==> src/rtl/xim_pkg.sv <==
// Package for the interleaved bank memory: the operation kind stored in
// the per-bank queues. Assumes nothing beyond a one-bit encoding.
package xim_pkg;
    typedef enum logic {
        XIM_READ  = 1'b0,
        XIM_WRITE = 1'b1
    } xim_op_e;
endpackage

==> src/rtl/xim_bank_map.sv <==
// Address-to-bank hash. Each bank-number bit is the parity of the address
// masked by one matrix row, and a decoder turns the number into one-hot
// selects. The block also checks whether a candidate matrix has a full-rank
// low BANK_BITS x BANK_BITS block over GF(2).
// Assumes: BANK_BITS < ADDR_W; clk/rst_n are used only by the assertion.
module xim_bank_map #(
    parameter int ADDR_W    = 6,
    parameter int BANK_BITS = 2,
    localparam int BANKS    = 1 << BANK_BITS,
    localparam int MAT_W    = BANK_BITS * ADDR_W
) (
    input  logic                 clk,
    input  logic                 rst_n,
    input  logic [MAT_W-1:0]     matrix,
    input  logic [ADDR_W-1:0]    addr,
    output logic [BANK_BITS-1:0] bank_id,
    output logic [BANKS-1:0]     bank_sel,
    input  logic [MAT_W-1:0]     cand_matrix,
    output logic                 cand_ok
);
    // One parity tree per matrix row.
    for (genvar j = 0; j < BANK_BITS; j++) begin : g_row
        always_comb bank_id[j] = ^(matrix[j*ADDR_W +: ADDR_W] & addr);
    end

    // Decoder from the bank number to one-hot selects.
    always_comb bank_sel = BANKS'(1) << bank_id;

    // Gaussian elimination over GF(2) on the low square block.
    function automatic logic low_block_full_rank(input logic [MAT_W-1:0] m);
        logic [BANK_BITS-1:0] rows [BANK_BITS];
        logic [BANK_BITS-1:0] tmp;
        int   rnk;
        int   piv;
        logic found;
        for (int r = 0; r < BANK_BITS; r++)
            rows[r] = m[r*ADDR_W +: BANK_BITS];
        rnk = 0;
        for (int c = 0; c < BANK_BITS; c++) begin
            found = 1'b0;
            piv   = 0;
            for (int r = 0; r < BANK_BITS; r++)
                if (!found && r >= rnk && rows[r][c]) begin
                    found = 1'b1;
                    piv   = r;
                end
            if (found) begin
                tmp        = rows[piv];
                rows[piv]  = rows[rnk];
                rows[rnk]  = tmp;
                for (int r = 0; r < BANK_BITS; r++)
                    if (r != rnk && rows[r][c])
                        rows[r] = rows[r] ^ rows[rnk];
                rnk++;
            end
        end
        return rnk == BANK_BITS;
    endfunction

    // Rank test of the candidate matrix.
    always_comb cand_ok = low_block_full_rank(cand_matrix);


    sel_onehot_chk: assert property (@(posedge clk) disable iff (!rst_n)
        $onehot(bank_sel));
endmodule

==> src/rtl/xim_bank_unit.sv <==
// One memory bank together with its input queue. The head of the queue is
// served when the bank is free. A served access keeps the bank busy for
// BANK_CYCLES cycles. Reads present data and tag combinationally in the
// cycle they are served.
// Assumes: FIFO_DEPTH is a power of two; the caller never pushes when full.
module xim_bank_unit
    import xim_pkg::*;
#(
    parameter int OFF_W       = 4,
    parameter int DATA_W      = 16,
    parameter int TAG_W       = 2,
    parameter int FIFO_DEPTH  = 2,
    parameter int BANK_CYCLES = 2,
    localparam int WORDS      = 1 << OFF_W,
    localparam int PTR_W      = (FIFO_DEPTH > 1) ? $clog2(FIFO_DEPTH) : 1,
    localparam int CNT_W      = $clog2(FIFO_DEPTH + 1),
    localparam int BUSY_W     = $clog2(BANK_CYCLES + 1)
) (
    input  logic              clk,
    input  logic              rst_n,
    input  logic              push,
    input  xim_op_e           push_op,
    input  logic [OFF_W-1:0]  push_off,
    input  logic [DATA_W-1:0] push_data,
    input  logic [TAG_W-1:0]  push_tag,
    output logic              full,
    output logic              empty,
    output logic              rd_en,
    output logic [TAG_W-1:0]  rd_tag,
    output logic [DATA_W-1:0] rd_data
);
    xim_op_e           q_op   [FIFO_DEPTH];
    logic [OFF_W-1:0]  q_off  [FIFO_DEPTH];
    logic [DATA_W-1:0] q_data [FIFO_DEPTH];
    logic [TAG_W-1:0]  q_tag  [FIFO_DEPTH];
    logic [PTR_W-1:0]  wr_ptr, rd_ptr;
    logic [CNT_W-1:0]  count;
    logic [BUSY_W-1:0] busy;
    logic [DATA_W-1:0] store [WORDS];
    logic              pop;

    // Queue status and the serve decision.
    always_comb begin
        full  = (count == CNT_W'(FIFO_DEPTH));
        empty = (count == '0);
        pop   = !empty && (busy == '0);
    end

    // Read data and tag of the head entry while it is served.
    always_comb begin
        rd_en   = pop && (q_op[rd_ptr] == XIM_READ);
        rd_tag  = q_tag[rd_ptr];
        rd_data = store[q_off[rd_ptr]];
    end

    // Queue pointers, occupancy and bank busy counter.
    always_ff @(posedge clk) begin
        if (!rst_n) begin
            wr_ptr <= '0;
            rd_ptr <= '0;
            count  <= '0;
            busy   <= '0;
        end else begin
            if (push) wr_ptr <= wr_ptr + 1'b1;
            if (pop)  rd_ptr <= rd_ptr + 1'b1;
            count <= count + CNT_W'(push) - CNT_W'(pop);
            if (pop)              busy <= BUSY_W'(BANK_CYCLES - 1);
            else if (busy != '0)  busy <= busy - 1'b1;
        end
    end

    // Queue entry storage.
    always_ff @(posedge clk) begin
        if (push) begin
            q_op[wr_ptr]   <= push_op;
            q_off[wr_ptr]  <= push_off;
            q_data[wr_ptr] <= push_data;
            q_tag[wr_ptr]  <= push_tag;
        end
    end

    // Bank storage write when a queued write is served.
    always_ff @(posedge clk) begin
        if (pop && q_op[rd_ptr] == XIM_WRITE)
            store[q_off[rd_ptr]] <= q_data[rd_ptr];
    end


    no_overflow_chk: assert property (@(posedge clk) disable iff (!rst_n)
        push |-> !full);

    if (BANK_CYCLES > 1) begin : g_rate

        bank_rate_chk: assert property (@(posedge clk) disable iff (!rst_n)
            pop |=> !pop);
    end
endmodule

==> src/rtl/xim_reorder_buf.sv <==
// Reorder buffer for read results. A slot is allocated in acceptance order,
// any bank may fill any allocated slot, and the oldest slot is released
// as soon as its data is present.
// Assumes: DEPTH is a power of two; each port fills only allocated slots.
module xim_reorder_buf #(
    parameter int DATA_W  = 16,
    parameter int DEPTH   = 4,
    parameter int NPORT   = 4,
    localparam int TAG_W  = (DEPTH > 1) ? $clog2(DEPTH) : 1,
    localparam int CNT_W  = $clog2(DEPTH + 1)
) (
    input  logic                    clk,
    input  logic                    rst_n,
    input  logic                    alloc,
    output logic [TAG_W-1:0]        alloc_tag,
    output logic                    full,
    output logic                    empty,
    input  logic [NPORT-1:0]        wr_en,
    input  logic [NPORT*TAG_W-1:0]  wr_tag,
    input  logic [NPORT*DATA_W-1:0] wr_data,
    output logic                    rsp_valid,
    output logic [DATA_W-1:0]       rsp_data
);
    logic [DATA_W-1:0] slot_data [DEPTH];
    logic [DEPTH-1:0]  slot_done;
    logic [TAG_W-1:0]  head, tail;
    logic [CNT_W-1:0]  count;

    // Status and in-order output.
    always_comb begin
        full      = (count == CNT_W'(DEPTH));
        empty     = (count == '0);
        alloc_tag = tail;
        rsp_valid = !empty && slot_done[head];
        rsp_data  = slot_data[head];
    end

    // Allocation, fill and release bookkeeping.
    always_ff @(posedge clk) begin
        if (!rst_n) begin
            head      <= '0;
            tail      <= '0;
            count     <= '0;
            slot_done <= '0;
        end else begin
            if (alloc) begin
                slot_done[tail] <= 1'b0;
                tail            <= tail + 1'b1;
            end
            for (int p = 0; p < NPORT; p++)
                if (wr_en[p]) slot_done[wr_tag[p*TAG_W +: TAG_W]] <= 1'b1;
            if (rsp_valid) head <= head + 1'b1;
            count <= count + CNT_W'(alloc) - CNT_W'(rsp_valid);
        end
    end

    // Slot data capture from the banks.
    always_ff @(posedge clk) begin
        for (int p = 0; p < NPORT; p++)
            if (wr_en[p]) slot_data[wr_tag[p*TAG_W +: TAG_W]] <= wr_data[p*DATA_W +: DATA_W];
    end


    no_overrun_chk: assert property (@(posedge clk) disable iff (!rst_n)
        alloc |-> !full);

    for (genvar p = 0; p < NPORT; p++) begin : g_port_chk

        slot_fill_once_chk: assert property (@(posedge clk) disable iff (!rst_n)
            wr_en[p] |-> (!empty && !slot_done[wr_tag[p*TAG_W +: TAG_W]]));
    end
endmodule

==> src/rtl/xim_bank_memory.sv <==
// Top of the XOR-mapped interleaved bank memory. It hashes each request to
// a bank, queues it there, gathers read results in order and guards the
// loading of a new mapping matrix.
// Assumes: stored words are not moved when the matrix changes.
module xim_bank_memory
    import xim_pkg::*;
#(
    parameter int ADDR_W      = 6,
    parameter int BANK_BITS   = 2,
    parameter int DATA_W      = 16,
    parameter int FIFO_DEPTH  = 2,
    parameter int ROB_DEPTH   = 4,
    parameter int BANK_CYCLES = 2,
    localparam int BANKS      = 1 << BANK_BITS,
    localparam int OFF_W      = ADDR_W - BANK_BITS,
    localparam int MAT_W      = BANK_BITS * ADDR_W,
    localparam int TAG_W      = (ROB_DEPTH > 1) ? $clog2(ROB_DEPTH) : 1
) (
    input  logic              clk,
    input  logic              rst_n,
    input  logic              req_valid,
    output logic              req_ready,
    input  logic              req_write,
    input  logic [ADDR_W-1:0] req_addr,
    input  logic [DATA_W-1:0] req_wdata,
    output logic              rsp_valid,
    output logic [DATA_W-1:0] rsp_data,
    input  logic              cfg_valid,
    input  logic [MAT_W-1:0]  cfg_matrix,
    output logic              cfg_reject
);
    logic [MAT_W-1:0]        map_matrix;
    logic [BANK_BITS-1:0]    bank_id;
    logic [BANKS-1:0]        bank_sel;
    logic                    cand_ok;
    logic [BANKS-1:0]        bank_full, bank_empty, bank_rd;
    logic [BANKS*TAG_W-1:0]  bank_tag;
    logic [BANKS*DATA_W-1:0] bank_data;
    logic [TAG_W-1:0]        alloc_tag;
    logic                    rob_full, rob_empty;
    logic                    req_fire, idle, cfg_take;
    xim_op_e                 req_op;

    // Identity on the low address bits, used after reset.
    function automatic logic [MAT_W-1:0] identity_matrix();
        logic [MAT_W-1:0] m = '0;
        for (int j = 0; j < BANK_BITS; j++) m[j*ADDR_W + j] = 1'b1;
        return m;
    endfunction

    xim_bank_map #(.ADDR_W(ADDR_W), .BANK_BITS(BANK_BITS)) map_i (
        .clk(clk), .rst_n(rst_n), .matrix(map_matrix), .addr(req_addr),
        .bank_id(bank_id), .bank_sel(bank_sel),
        .cand_matrix(cfg_matrix), .cand_ok(cand_ok)
    );

    // Request acceptance: target queue has room, reads also need a slot.
    always_comb begin
        req_op    = xim_op_e'(req_write);
        req_ready = !bank_full[bank_id] && (req_op == XIM_WRITE || !rob_full);
        req_fire  = req_valid && req_ready;
        idle      = (&bank_empty) && rob_empty && !req_fire;
        cfg_take  = cfg_valid && idle && cand_ok;
    end

    for (genvar b = 0; b < BANKS; b++) begin : g_bank
        xim_bank_unit #(
            .OFF_W(OFF_W), .DATA_W(DATA_W), .TAG_W(TAG_W),
            .FIFO_DEPTH(FIFO_DEPTH), .BANK_CYCLES(BANK_CYCLES)
        ) bank_i (
            .clk(clk), .rst_n(rst_n),
            .push(req_fire && bank_sel[b]),
            .push_op(req_op),
            .push_off(req_addr[ADDR_W-1:BANK_BITS]),
            .push_data(req_wdata),
            .push_tag(alloc_tag),
            .full(bank_full[b]), .empty(bank_empty[b]),
            .rd_en(bank_rd[b]),
            .rd_tag(bank_tag[b*TAG_W +: TAG_W]),
            .rd_data(bank_data[b*DATA_W +: DATA_W])
        );
    end

    xim_reorder_buf #(.DATA_W(DATA_W), .DEPTH(ROB_DEPTH), .NPORT(BANKS)) rob_i (
        .clk(clk), .rst_n(rst_n),
        .alloc(req_fire && req_op == XIM_READ),
        .alloc_tag(alloc_tag), .full(rob_full), .empty(rob_empty),
        .wr_en(bank_rd), .wr_tag(bank_tag), .wr_data(bank_data),
        .rsp_valid(rsp_valid), .rsp_data(rsp_data)
    );

    // Matrix register and refusal flag for the configuration port.
    always_ff @(posedge clk) begin
        if (!rst_n) begin
            map_matrix <= identity_matrix();
            cfg_reject <= 1'b0;
        end else begin
            if (cfg_take) map_matrix <= cfg_matrix;
            cfg_reject <= cfg_valid && !cfg_take;
        end
    end


    cfg_hold_chk: assert property (@(posedge clk) disable iff (!rst_n)
        (cfg_valid && !((&bank_empty) && rob_empty && !req_fire)) |=> $stable(map_matrix));


    cfg_rank_chk: assert property (@(posedge clk) disable iff (!rst_n)
        (cfg_valid && !cand_ok) |=> cfg_reject);
endmodule

==> config.mk <==
export PLATFORM = sky130hd
export DESIGN_NAME = xim_bank_memory
export DESIGN_NICKNAME = d
export VERILOG_FILES = /design/src/rtl/xim_pkg.sv /design/src/rtl/xim_bank_map.sv /design/src/rtl/xim_bank_unit.sv /design/src/rtl/xim_reorder_buf.sv /design/src/rtl/xim_bank_memory.sv
export SDC_FILE = /design/constraint.sdc
export NUM_CORES = 1
export LEC_CHECK = 0
export BUFFER_PORTS_ARGS = -buffer_cell sky130_fd_sc_hd__buf_2
export CORE_MARGIN = 4
export CORE_UTILIZATION = 53
export CTS_CLUSTER_DIAMETER = 100
export DETAILED_ROUTE_END_ITERATION = 10
export PLACE_DENSITY_LB_ADDON = 0.12
export SETUP_SLACK_MARGIN = 0.15
export SKIP_LAST_GASP = 1
export SYNTH_ARGS = -nofsm -noshare
export SYNTH_HDL_FRONTEND = slang
export SYNTH_SLANG_ARGS = --single-unit
==> constraint.sdc <==
create_clock -name clk -period 4.05 [get_ports clk]
set_input_delay 0.6075 -clock clk [delete_from_list [all_inputs] [get_ports clk]]
set_output_delay 0.6075 -clock clk [all_outputs]
set_load 0.03 [all_outputs]
==> flow_metrics.tcl, run 1 <==
set metrics [dict create \
    layout-drive-gt1-share 0.201 \
    unrepaired_setup_endpoints_after_global_routing "no" \
    ys_dominant_reg_cell "sky130_fd_sc_hd__edfxtp_1" \
    max_slew.worst_pin.slew_ns 1.39 \
    placement.io_buffers 57 \
    cp.buffers_inverters 1 \
    holdWs_ns 0.110 \
    area_delta_synth_final_pct 13.3 \
    via_density 6.27 \
    cts.repair_timing.setup_buffer_count 0 \
    syn_inst 3224 \
    core_um2 99000 \
    global_route.usage.total 0.253 \
    syn-mean-instance-area_um2 16.5 \
    timing.final.crit_share 0.879 \
    critical_path_class "flip-flop to flip-flop" \
    overflow 0 \
    cp_startpoint_kind "flip-flop" \
    synth_top_area_share 0.718 \
    min_to "map_matrix[0]$_SDFFE_PN1P_" \
    gpl.final_weighted_congestion 0.901 \
    synthMostInstantiatedCell "sky130_fd_sc_hd__edfxtp_1" \
    ctsLongestPathBuffers 3 \
    grt_start_max_net_pins 74 \
    fp.dieH_um 325 \
    setup.reg_to_reg.worst_slack_ns 0.49 \
    r2r-end "rob_i.slot_data[2][12]$_DFFE_PP_" \
    first_pass_iters 8 \
    seq_power_share 0.442 \
    power.share.switching 0.298 \
    post_dp_cell_area_um2 55900 \
    power.leakage_nw 20.1 \
    htree_num_levels 4 \
    nNetsFinal 3483 \
    power_frac_comb 0.241 \
    route.antenna.remaining_nets 0 \
    yosysTopAreaCell "sky130_fd_sc_hd__edfxtp_1" \
    placed_cells 4571 \
    wl_per_cell_um 27.7 \
    finalInstanceArea_um2 60300 \
    report.final.slew_viol_count 0 \
    arrival_ns 4.00 \
    cts_num_sinks 1326 \
    share_of_flip_flops_with_an_asynchronous_set_or_reset 0 \
    slew_headroom 0.0751 \
    clock_skew_ns 0.0282 \
    hold_path_class "primary input to flip-flop" \
    critical_path.cell_chain "mux2i_4 -> buf_12 -> nor2b_1 -> a211oi_1 -> a21oi_1 -> mux4_2 -> a22oi_1 -> o221ai_1" \
    post_synth_instance_area_um2 53200 \
    floorplan.io_pins 58 \
    worst_hold_startpoint "cfg_matrix[0]" \
    yosysWarnings 0 \
    netSwitchingPower_mw 11.5 \
    drt_first_iter_violations 3840 \
    grt_first_pass_wirelength_um 197000 \
    dp_hpwl_um 86000 \
    crit_slowest_cell "sky130_fd_sc_hd__dfxtp_2" \
    synth.net_count 3282 \
    area_of_the_multi_input_gates_um2 13200 \
    ctsHoldBuffers 0 \
    total_number_of_vias 30200 \
    cp_top_family "multiplexers" \
    max_cap_viols 0 \
    synth_enable_flop_cells 1272 \
    clock_latency_ns 0.74 \
    grt_pass1_vias 30000 \
    timing.critical_path.slowest_cell_delay_ns 0.77 \
    tritoncts.num_buffers 139 \
    clockPowerShare 0.317 \
    filler_cell_count 7210 \
    crit_path_end_kind "flip-flop" \
    synthDistinctLibCells 69 \
    ff_latch_area_um2 39300 \
    antenna_found_initial 10 \
    clk_slew_on_worst_s_h_paths_ns 0.06 \
    post_cts_resize_count 0 \
    cp.required_ns 4.49 \
    hold-path-cell-count 3 \
    start_util 0.538 \
    clk_root_buffer_cell "sky130_fd_sc_hd__clkbuf_16" \
    yosysSeqAreaShare 0.738 \
    hold_viol 0 \
    period_needed_ns 3.56 \
    floorplan.rows 115 \
    report.final.setup_viol 0 \
    post-route-drc-count 0 \
    maxClockFrequency_mhz 281 \
    design.die.area_um2 106000 \
    internal_power_contribution_mw 27.1 \
    power.density_nw_per_um2 640 \
    reg2regPathDepth 8 \
    irDropWorstVdd_mv 0.428 \
    crit_fanout 73 \
    final_cells 4818 \
    cts_tree "yes" \
    wl_um 134000 \
    synth-seq-cells 1326 \
    synth_common_cells "sky130_fd_sc_hd__edfxtp_1 (1,272), sky130_fd_sc_hd__nand2_1 (474), sky130_fd_sc_hd__mux4_2 (145), sky130_fd_sc_hd__nand3_1 (105), sky130_fd_sc_hd__nor2_1 (105)" \
    setup_total_neg_slack_ns 0 \
    die_w_um 325 \
    status "finished clean" \
    synth_top_cells_by_area "sky130_fd_sc_hd__edfxtp_1 (72%), sky130_fd_sc_hd__mux4_2 (6.1%), sky130_fd_sc_hd__nand2_1 (3.3%)" \
]
-- power by group through the flow --
stage	Combinational [mW]	Clock [mW]	Sequential [mW]
final	9.32	12.2	17.1
after global routing	10.0	13.0	17.1
after detailed placement	9.30	0	17.4
after global placement	9.03	0	17.3
after CTS	9.34	12.4	17.1
after floorplan	6.12	0	17.2
-- final cells by class --
cell class                 count  share of cell area
sequential                  1326               0.651
timing repair buffer         224              0.0278
multi-input combinational   1699               0.220
clock buffer                 168              0.0609
clock inverter                75              0.0113
antenna                        4            0.000166
tap                         1287              0.0267
inverter                      35             0.00218
-- cells by family after synthesis --
family / Yosys count / share of synthesized area
xor+xnor: 28 / 0.00513
mux: 323 / 0.0969
buf+inv: 199 / 0.0175
compound gates: 441 / 0.0627
simple gates: 888 / 0.0750
flops: 1326 / 0.738
fa+ha+maj: 19 / 0.00461
-- worst reg2reg max path, stage by stage, from the launching register on --
cell	delay, ns
sky130_fd_sc_hd__dfxtp_2	0.77
sky130_fd_sc_hd__mux2i_4	0.71
sky130_fd_sc_hd__buf_12	0.43
sky130_fd_sc_hd__nor2b_1	0.10
sky130_fd_sc_hd__a211oi_1	0.22
sky130_fd_sc_hd__a21oi_1	0.07
sky130_fd_sc_hd__mux4_2	0.55
sky130_fd_sc_hd__a22oi_1	0.26
sky130_fd_sc_hd__o221ai_1	0.17
-- how the worst max path moves through the flow --
stage	from	endpoint	slack, ns	depth (start not counted)
floorplan	req_addr[4]	g_bank[2].bank_i.q_data[0][0]$_DFFE_PP_	0.79	5
global placement	req_addr[3]	rob_i.count[2]$_SDFF_PN0_	0.50	13
detailed placement	req_addr[3]	rob_i.count[2]$_SDFF_PN0_	0.43	13
CTS	flip-flop	rob_i.slot_data[2][12]$_DFFE_PP_	0.48	8
global route	flip-flop	rob_i.slot_data[2][12]$_DFFE_PP_	0.27	8
finish	flip-flop	rob_i.slot_data[2][12]$_DFFE_PP_	0.49	8
-- sequential cells by signal (all words and copies together) (netlist names), named ones only --
register / flops
rob_i.slot_done: 4
g_bank.bank_i.store: 1024
g_bank.bank_i.count: 8
map_matrix: 12
cfg_reject: 1
g_bank.bank_i.q_off: 32
rob_i.slot_data: 64
rob_i.alloc_tag: 2
rob_i.count: 3
g_bank.bank_i.busy: 8
g_bank.bank_i.wr_ptr: 4
g_bank.bank_i.q_data: 128
g_bank.bank_i.q_op: 8
g_bank.bank_i.rd_ptr: 4
g_bank.bank_i.q_tag: 16
rob_i.head: 2
-- placed cells by master, fill, tap and decap left out, drive strengths merged, types with 5 or more instances in the layout --
cell,instances
edfxtp,1272
nand2,475
buf,224
clkbuf,168
mux4,145
nand3,105
nor2,105
mux2i,103
a22oi,90
mux2,75
and2,59
a211oi,57
dfxtp,54
clkinv,53
nor2b,45
o221ai,45
inv,44
and3,42
a311oi,40
a21oi,36
o21ai,34
a31oi,32
xnor2,21
nand2b,20
ha,18
nand4,15
o211ai,13
a22o,11
bufinv,11
nor3,11
o32ai,11
a31o,10
o22ai,9
a32oi,9
o31ai,7
o21a,6
xor2,5
a21o,5
o32a,5
a222oi,5
-- routing by layer --
metal,wire [um],vias up,global-route usage
met1,56300,15500,0.366
met2,62500,1330,0.393
met3,11000,223,0.0484
li1,-,13100,-
met4,3650,2,0.0790
met5,7,-,0
-- per-stage QoR --
step                power (mW)   util  setup slack, ns
floorplan                 23.3      -            0.786
global placement          26.3  0.565            0.502
detailed placement        26.7  0.565            0.435
CTS                       38.8  0.609            0.480
global route              40.2  0.609            0.266
finish                    38.6  0.609            0.489
Power figures use the tool's default switching activity.
==> run 2: changes to the inputs <==
==> constraint.sdc (replaced) <==
create_clock -name clk -period 4.05 [get_ports clk]
set_input_delay 0.405 -clock clk [delete_from_list [all_inputs] [get_ports clk]]
set_output_delay 0.405 -clock clk [all_outputs]
set_load 0.03 [all_outputs]
==> run 2 against run 1 <==
  * Sequential share of layout area shrank 0.16 points
  * Critical endpoint is now rob_i.slot_data[2][0]$_DFFE_PP_
  * Combinational power is essentially flat
  * Routed wire length decreased by 0.45%
  * Largest power group unchanged
  * Worst setup slack got worse by 0.033 ns
==> flow_metrics.tcl, run 2 (same netlist as run 1, synthesis figures left out) <==
set metrics [dict create \
    status "finished clean" \
    worst_hold_startpoint "req_addr[3]" \
    power.density_nw_per_um2 638 \
    via_density 6.22 \
    design.die.area_um2 106000 \
    mostFrequentLayoutCells "sky130_fd_sc_hd__edfxtp_1 (1,272), sky130_fd_sc_hd__nand2_1 (473), sky130_fd_sc_hd__buf_4 (159)" \
    grt_first_pass_wirelength_um 196000 \
    slew_headroom 0.121 \
    clock_skew_ns 0.0222 \
    filler_cell_count 7164 \
    post-route-drc-count 0 \
    drt_first_iter_violations 3605 \
    placement.io_buffers 57 \
    hold-path-cell-count 1 \
    critical_path_class "flip-flop to flip-flop" \
    area_delta_synth_final_pct 13.6 \
    worst_setup_timing_slack_at_the_placement_stage_ns 0.445 \
    unrepaired_setup_endpoints_after_global_routing "no" \
    grt_pass1_vias 30000 \
    irDropWorstVdd_mv 0.427 \
    cts_num_sinks 1326 \
    finalWorstSetupSlack_ns 0.455 \
    report.final.setup_viol 0 \
    floorplan.io_pins 58 \
    setup_total_neg_slack_ns 0 \
    post_cts_resize_count 0 \
    route.antenna.remaining_nets 0 \
    overflow 0 \
    area_of_the_multi_input_gates_um2 13200 \
    dp_hpwl_um 84700 \
    number_of_flip_flops_under_the_largest_register_name 1024 \
    start_util 0.538 \
    hold_path_class "primary input to flip-flop" \
    report.final.slew_viol_count 0 \
    global_route.usage.total 0.252 \
    crit_path_end_kind "flip-flop" \
    timing.final.crit_share 0.888 \
    reg2regPathDepth 8 \
    grt_start_max_net_pins 74 \
    first_pass_iters 6 \
    r2r-end "rob_i.slot_data[2][0]$_DFFE_PP_" \
    nNetsFinal 3499 \
    die_w_um 325 \
    period_needed_ns 3.59 \
    antenna_found_initial 4 \
    fp.dieH_um 325 \
    gpl.final_weighted_congestion 0.907 \
    clk_root_buffer_cell "sky130_fd_sc_hd__clkbuf_16" \
    layout-drive-gt1-share 0.199 \
    placed_cells 4574 \
    holdWs_ns 0.0620 \
    core_um2 99000 \
    hold_viol 0 \
    clk_slew_on_worst_s_h_paths_ns 0.06 \
    crit_fanout 73 \
    cp.required_ns 4.48 \
    htree_num_levels 4 \
    ff_latch_area_um2 39300 \
    setup.reg_to_reg.worst_slack_ns 0.46 \
    layout.cells.most_common "sky130_fd_sc_hd__edfxtp_1" \
    wl_um 133000 \
    ctsLongestPathBuffers 3 \
    final_cells 4834 \
    power.leakage_nw 20.1 \
    wl_per_cell_um 27.5 \
    maxClockFrequency_mhz 278 \
    max_cap_viols 0 \
    max_slew.worst_pin.slew_ns 1.32 \
    arrival_ns 4.02 \
    cts_tree "yes" \
    cp_startpoint_kind "flip-flop" \
    clock_latency_ns 0.74 \
    floorplan.rows 115 \
    total_number_of_vias 30100 \
    min_to "g_bank[0].bank_i.q_off[1][1]$_DFFE_PP_" \
    tritoncts.num_buffers 138 \
]
[run 2: worst max-delay path by stage]
stage	start	endpoint	slack, ns	cells past startpoint
after CTS	flip-flop	rob_i.slot_data[0][0]$_DFFE_PP_	0.49	8
after floorplan	req_addr[4]	g_bank[2].bank_i.q_data[0][0]$_DFFE_PP_	0.99	5
after global routing	flip-flop	rob_i.slot_data[1][10]$_DFFE_PP_	0.27	8
final	flip-flop	rob_i.slot_data[2][0]$_DFFE_PP_	0.46	8
after global placement	req_addr[2]	rob_i.count[2]$_SDFF_PN0_	0.52	13
after detailed placement	req_addr[3]	rob_i.count[2]$_SDFF_PN0_	0.44	13
[run 2: power breakdown]
| group | total [mW] | internal [mW] | switching (mW) |
|---|---|---|---|
| clock network | 12.2 | 7.17 | 5.04 |
| registers | 17.1 | 16.7 | 0.349 |
| logic | 9.31 | 3.22 | 6.09 |
[run 2: layout make-up]
type,count,area share
Clock buffer,170,0.0612
Inverter,35,0.00217
Tap cell,1287,0.0266
Antenna cell,1,0.0000414
Multi-Input combinational cell,1699,0.219
Clock inverter,75,0.0107
Timing Repair Buffer,241,0.0304
Sequential cell,1326,0.650
[run 2: through the flow]
step / total power [mW] / utilization / area (um^2)
floorplan: 23.3 / - / 53200
global placement: 26.4 / 0.565 / 56000
detailed placement: 26.6 / 0.565 / 56000
CTS: 38.8 / 0.611 / 60500
global route: 40.2 / 0.611 / 60500
finish: 38.6 / 0.611 / 60500
[run 2: metal layers]
metal  global-route usage  wire length [um]  share of wire  vias up
li1                     -                 -              -    13200
met1                0.360             56000           0.42    15400
met2                0.395             62600           0.47     1231
met3               0.0510             10700          0.080      223
met4               0.0781              3610          0.027        0
met5                    0                 0              0        -
[run 2: repair_timing]
action                    in CTS  in global routing
hold buffers                  14                  0
setup buffers                  0                  0
hold endpoints to repair      15                  0
[run 2: worst max-delay path, stage by stage (launching register included)]
cell and delay (ns):
sky130_fd_sc_hd__dfxtp_2 0.76, sky130_fd_sc_hd__mux2i_4 0.71, sky130_fd_sc_hd__buf_12 0.40, sky130_fd_sc_hd__nor2b_1 0.09, sky130_fd_sc_hd__a211oi_1 0.25, sky130_fd_sc_hd__a21oi_1 0.10
sky130_fd_sc_hd__mux4_2 0.57, sky130_fd_sc_hd__a22oi_1 0.18, sky130_fd_sc_hd__o221ai_1 0.16
